--- src/rtl/lins_pkg.sv ---
`timescale 1ns/1ps
package lins_pkg;
    localparam int DEF_LANE_W = 32;
    localparam int DEF_LANES  = 4;

    typedef enum logic {
        SRC_VECTOR = 1'b0,
        SRC_SCALAR = 1'b1
    } src_mode_e;

    // width of a lane index field
    function automatic int sel_w(input int lanes);
        return (lanes > 1) ? $clog2(lanes) : 1;
    endfunction

    // control word: source index, destination index, one mask bit per lane
    function automatic int ctrl_w(input int lanes);
        return 2 * sel_w(lanes) + lanes;
    endfunction
endpackage

--- src/rtl/lins_ctrl_split.sv ---
`timescale 1ns/1ps
module lins_ctrl_split #(
    parameter  int LANES = lins_pkg::DEF_LANES,
    localparam int SW    = lins_pkg::sel_w(LANES),
    localparam int CW    = lins_pkg::ctrl_w(LANES)
) (
    input  logic [CW-1:0]    ctrl_raw,
    output logic [SW-1:0]    src_sel,
    output logic [SW-1:0]    dst_sel,
    output logic [LANES-1:0] zmask
);
    // field order is fixed: source index on top, mask at the bottom
    typedef struct packed {
        logic [SW-1:0]    src;
        logic [SW-1:0]    dst;
        logic [LANES-1:0] zm;
    } ctrl_t;

    ctrl_t fields;

    assign fields  = ctrl_t'(ctrl_raw);
    assign src_sel = fields.src;
    assign dst_sel = fields.dst;
    assign zmask   = fields.zm;
endmodule

--- src/rtl/lins_elem_pick.sv ---
`timescale 1ns/1ps
module lins_elem_pick #(
    parameter  int LANE_W = lins_pkg::DEF_LANE_W,
    parameter  int LANES  = lins_pkg::DEF_LANES,
    localparam int SW     = lins_pkg::sel_w(LANES),
    localparam int VEC_W  = LANE_W * LANES
) (
    input  logic [VEC_W-1:0]     src_vec,
    input  logic [LANE_W-1:0]    src_scalar,
    input  lins_pkg::src_mode_e  mode,
    input  logic [SW-1:0]        src_sel,
    output logic [LANE_W-1:0]    elem
);
    logic [LANE_W-1:0] lane_arr [LANES];
    logic [LANE_W-1:0] picked;

    for (genvar g = 0; g < LANES; g++) begin : g_split
        assign lane_arr[g] = src_vec[g*LANE_W +: LANE_W];
    end

    // index out of range (non power-of-two lane count) falls back to lane 0
    always_comb begin
        picked = lane_arr[0];
        for (int i = 1; i < LANES; i++) begin
            if (src_sel == SW'(i)) picked = lane_arr[i];
        end
    end

    // a scalar source skips the lane selection entirely
    assign elem = (mode == lins_pkg::SRC_SCALAR) ? src_scalar : picked;
endmodule

--- src/rtl/lins_lane_merge.sv ---
`timescale 1ns/1ps
module lins_lane_merge #(
    parameter  int LANE_W = lins_pkg::DEF_LANE_W,
    parameter  int LANES  = lins_pkg::DEF_LANES,
    localparam int SW     = lins_pkg::sel_w(LANES),
    localparam int VEC_W  = LANE_W * LANES
) (
    input  logic [VEC_W-1:0]  dst_vec,
    input  logic [LANE_W-1:0] elem,
    input  logic [SW-1:0]     dst_sel,
    input  logic [LANES-1:0]  zmask,
    output logic [VEC_W-1:0]  res_vec
);
    for (genvar g = 0; g < LANES; g++) begin : g_lane
        logic [LANE_W-1:0] ins;
        // insert first, then mask: a masked target lane ends up zero
        assign ins = (dst_sel == SW'(g)) ? elem : dst_vec[g*LANE_W +: LANE_W];
        assign res_vec[g*LANE_W +: LANE_W] = zmask[g] ? '0 : ins;
    end
endmodule

--- src/rtl/lane_insert_unit.sv ---
`timescale 1ns/1ps
module lane_insert_unit #(
    parameter  int LANE_W = lins_pkg::DEF_LANE_W,
    parameter  int LANES  = lins_pkg::DEF_LANES,
    localparam int VEC_W  = LANE_W * LANES,
    localparam int SW     = lins_pkg::sel_w(LANES),
    localparam int CW     = lins_pkg::ctrl_w(LANES)
) (
    input  logic              clk,
    input  logic              rst,
    input  logic              in_valid,
    input  logic [CW-1:0]     ctrl,
    input  logic              src_is_scalar,
    input  logic [VEC_W-1:0]  dst_vec,
    input  logic [VEC_W-1:0]  src_vec,
    input  logic [LANE_W-1:0] src_scalar,
    output logic              out_valid,
    output logic [VEC_W-1:0]  out_vec
);
    logic [SW-1:0]       src_sel;
    logic [SW-1:0]       dst_sel;
    logic [LANES-1:0]    zmask;
    logic [LANE_W-1:0]   elem;
    logic [VEC_W-1:0]    res_vec;
    lins_pkg::src_mode_e mode;

    assign mode = lins_pkg::src_mode_e'(src_is_scalar);

    lins_ctrl_split #(.LANES(LANES)) u_split (
        .ctrl_raw (ctrl),
        .src_sel  (src_sel),
        .dst_sel  (dst_sel),
        .zmask    (zmask)
    );

    lins_elem_pick #(.LANE_W(LANE_W), .LANES(LANES)) u_pick (
        .src_vec    (src_vec),
        .src_scalar (src_scalar),
        .mode       (mode),
        .src_sel    (src_sel),
        .elem       (elem)
    );

    lins_lane_merge #(.LANE_W(LANE_W), .LANES(LANES)) u_merge (
        .dst_vec (dst_vec),
        .elem    (elem),
        .dst_sel (dst_sel),
        .zmask   (zmask),
        .res_vec (res_vec)
    );

    always_ff @(posedge clk) begin
        if (rst) begin
            out_valid <= 1'b0;
            out_vec   <= '0;
        end else begin
            out_valid <= in_valid;
            if (in_valid) out_vec <= res_vec;
        end
    end
endmodule

--- config.mk ---
export PLATFORM = sky130hd
export DESIGN_NAME = lane_insert_unit
export DESIGN_NICKNAME = d
export VERILOG_FILES = /design/src/rtl/lins_pkg.sv /design/src/rtl/lins_ctrl_split.sv /design/src/rtl/lins_elem_pick.sv /design/src/rtl/lins_lane_merge.sv /design/src/rtl/lane_insert_unit.sv
export SDC_FILE = /design/constraint.sdc
export NUM_CORES = 1
export LEC_CHECK = 0
export CORE_AREA = 2 2 169 171
export CTS_CLUSTER_SIZE = 40
export DETAILED_ROUTE_END_ITERATION = 16
export DIE_AREA = 0 0 171 173
export PLACE_DENSITY_LB_ADDON = 0.25
export SYNTH_ARGS = -nofsm -noshare
export SYNTH_HDL_FRONTEND = slang
export SYNTH_SLANG_ARGS = --single-unit
--- constraint.sdc ---
create_clock -name clk -period 3.2 [get_ports clk]
set_clock_uncertainty 0.2 [all_clocks]
set_input_delay 0.64 -clock clk [delete_from_list [all_inputs] [get_ports clk]]
set_output_delay 0.64 -clock clk [all_outputs]
set_load 0.05 [all_outputs]
==> summary.md <==
| Metric | Value |
|---|---|
| Compound-Gate Fraction of Synth Area | 0.409 |
| Crit path time final | approximately 2.6 ns |
| Syn_nets | between 1000 and 1500 |
| Area of the multi-input gates | 0.00455 mm^2 |
| Core area | about 0.028 mm^2 |
| Crit Path Class | flop to primary output |
| Max Cap Viol | 0 |
| Hold EP | out_vec[22] |
| RSZ-0062 raised after global routing | false |
| Final wirelength | 42200 um |
| Status | complete, no violations |
| Cell Area, Synth | 0.00758 mm^2 |
| Post-synth EDFFs | 0 |
| Post-Layout Inst Area | approximately 0.013 mm^2 |
| DR iter-0 viols | 1005 |
| Nature of the critical path endpoint | primary output |
| Slew HR | 0.272 |
| R2r setup slk | between 2 and 2.5 ns |
| Initial antenna violation count | 5 |
| Asr flop ratio synth | 0 |
| Yosys warnings | 0 |
| # Post-CTS Setup Buffers | 0 |
| Total number of vias | ~9600 |
| Hold_sp | out_vec[22] |
| Worst path arrival time | ~1.8 ns |
| Final Hold Vio Count | 0 |
| Mux share of post-synthesis cell area | 0.0883 |
| Crit path max-delay cell type | clkdlybuf4s50_1 |
| Worst-margin pin slew | roughly 1.1 ns |
| Critical path cell sequence | clkdlybuf4s50_1 |
| Post-Synth Adder-Cell Area | 0 |
| Clock buffer depth | 2 |
| Tot Pwr | between 5 and 6 mW |
| Worst Hold Class | flop to flop |
| Crit path required time | roughly 2.4 ns |
| # H-tree levels | 4 |
| Clock sink count | 129 |
| PortBufs | about 430 |
| Total Routing Usage GR | 0.276 |
| Post_cts resized | 0 |
| VDD IR max | 288 uV |
| Die Y | between 150 and 200 um |
| Die width | 171 um |
| Initial core utilization | 0.274 |
| Synth Register Bits | around 130 |
| Clock root cell | clkbuf_16 |
| Hpwl dp | between 30000 and 40000 um |
| Setup crit start kind | flop |
| XOR/XNOR Fraction of Synth Area | 0 |
| Max stage delay on crit path | around 0.97 ns |
| Die ar. | between 0.02 and 0.03 mm^2 |
| DR WL/cell | ~26 um |
| Logic depth of the worst register-to-register path | 3 |
| Routed via count divided by cell count | 5.90 |
| DRT antenna net count | 0 |
| Register Area | about 0.0026 mm^2 |
| Share of post-route cells with drive strength above 1 | 0.0908 |
| Reg2Reg Capture Point | out_vec[67] |
| Largest family of logic cells by synthesized area | compound AO/OA/AOI/OAI gates |
| Leakage | 4.36 nW |
| Simple-gate share of the synthesized area | 0.0906 |
| Fmax | about 380 MHz |
| Post-synthesis sequential area ratio | 0.341 |
| DRT Pass-1 Iters | 6 |
| Vias in the first global route | approximately 9600 |
| Cells after synthesis | approximately 860 |
| Ys flop type | dfxtp_1 |
| GPL Wtd Cong | about 0.89 |
| Pwr/cell area | 432 mW/mm^2 |
| Worst Path Max Fanout | 2 |
| CTS tree | built |
| Post-place setup slack | 0.307 ns |
| Fillers | around 2700 |
| # IOs | 429 |
| Pin count of the biggest net entering global routing | 65 |
| Worst R2R Start | out_vec[67] |
| DRC Markers | 0 |
| Final Max Tran Viols | 0 |
| Row count | 61 |
| Clock latency on the worst-skew pair | around 0.41 ns |
| Worst hold stages | 2 |
| Nets | approximately 1500 |
| Clock-pin slew on the worst setup and hold paths | 0.06 ns |
| Placed Area | ~0.012 mm^2 |
| Buf+Inv Stages, Crit Path | 1 |
| Setup violations, final | 0 |
| Hold Slack | around 0.27 ns |
| Grt ovf | 0 |
| Post-synth cell types | 25 |
| Delay-heaviest family, CP | buffers and inverters |
| Tcrit/Tclk final | 0.815 |
| Number of buffers created by CTS | 17 |
| Area Growth Syn to Fin | 71.3% |
| Post-CTS Hold Buffers | 0 |
| Avg Inst Size Synth | 8.84 um^2 |
| First-pass GRT wire length | 61300 um |
| Post-route worst setup slack | between 0.5 and 0.6 ns |
| Setup_tns | 0 ns |
stage by stage:
| step | instances | util |
|---|---|---|
| 2_1_floorplan | 858 | - |
| 5_1_grt | 1626 | 0.470 |
| 3_5_place_dp | 1592 | 0.447 |
| 4_1_cts | 1623 | 0.470 |
| 3_3_place_gp | 1592 | 0.447 |
| 6_report | 1627 | 0.470 |
state kept, by name, summed over array words and instances, names as in the netlist:
name       cells
out_valid      1
out_vec      128
worst max-delay path by stage:
stage          startpoint  cells after the start          end  slack [ns]
4_1_cts        out_vec[1]                      1   out_vec[1]        0.57
6_report       out_vec[1]                      1   out_vec[1]        0.59
3_3_place_gp      ctrl[4]                      4  out_vec[11]        0.33
3_5_place_dp      ctrl[4]                      4  out_vec[13]        0.31
2_1_floorplan     ctrl[7]                      5  out_vec[34]        1.27
5_1_grt        out_vec[1]                      1   out_vec[1]        0.56
placed cells by master (no fill, tap or decap), types with 4 or more instances in the layout:
cell | synthesis | layout
dfxtp_1 | 129 | 129
nor3b_1 | 64 | 64
buf_4 | 1 | 24
clkdlybuf4s50_1 | 0 | 424
o21ai_0 | 128 | 128
mux2i_1 | 32 | 32
nor2_4 | 0 | 4
o31ai_1 | 97 | 97
a221o_1 | 32 | 32
a32oi_1 | 64 | 64
o221ai_1 | 31 | 31
inv_1 | 32 | 32
clkbuf_16 | 0 | 17
a41oi_1 | 64 | 64
nor2_1 | 35 | 31
diode_2 | 0 | 4
buf_12 | 0 | 10
nor2b_4 | 0 | 6
mux2_2 | 31 | 31
cells by family after synthesis:
family / count (synthesis)
AO/OA/AOI/OAI: 419
buffers and inverters: 136
flip-flops: 129
AND/OR/NAND/NOR: 111
multiplexers: 63
cell usage after synthesis, drive strengths merged (32+ instances only):
| library cell | n | share of area |
|---|---|---|
| o21ai | 128 | 0.084 |
| mux2i | 32 | 0.042 |
| o31ai | 97 | 0.096 |
| inv | 33 | 0.016 |
| a41oi | 64 | 0.074 |
| a221o | 32 | 0.042 |
| nor3b | 64 | 0.063 |
| clkbuf | 82 | 0.041 |
| dfxtp | 129 | 0.34 |
| nor2 | 35 | 0.017 |
| a32oi | 64 | 0.074 |
final cells by class:
class,count,area share
clock buffers,20,0.0359
flip-flops and latches,129,0.199
well taps,378,0.0364
repair buffers,459,0.356
clock inverters,11,0.0117
inverters,33,0.00953
multi-input cells,593,0.350
diodes,4,0.000770
worst min-delay path: stages, from the launching register on:
cell and delay (ns):
dfxtp_1 0.33, a32oi_1 0.05, o21ai_0 0.06
report_power, final:
group          total, mW  switching [mW]  leakage (nW)  internal (mW)
Sequential          1.78          0.0654          1.06           1.72
Combinational       1.73           0.999          3.01          0.728
Clock               2.10           0.804         0.295           1.29
metal layers:
metal / routed length [um] / global-route usage / up-vias
met3: 4310 / 0.0881 / 93
met5: 13 / 0 / -
met4: 1680 / 0.125 / 2
met1: 16800 / 0.342 / 4614
met2: 19400 / 0.434 / 619
li1: - / - / 4275
Power figures use the tool's default switching activity.
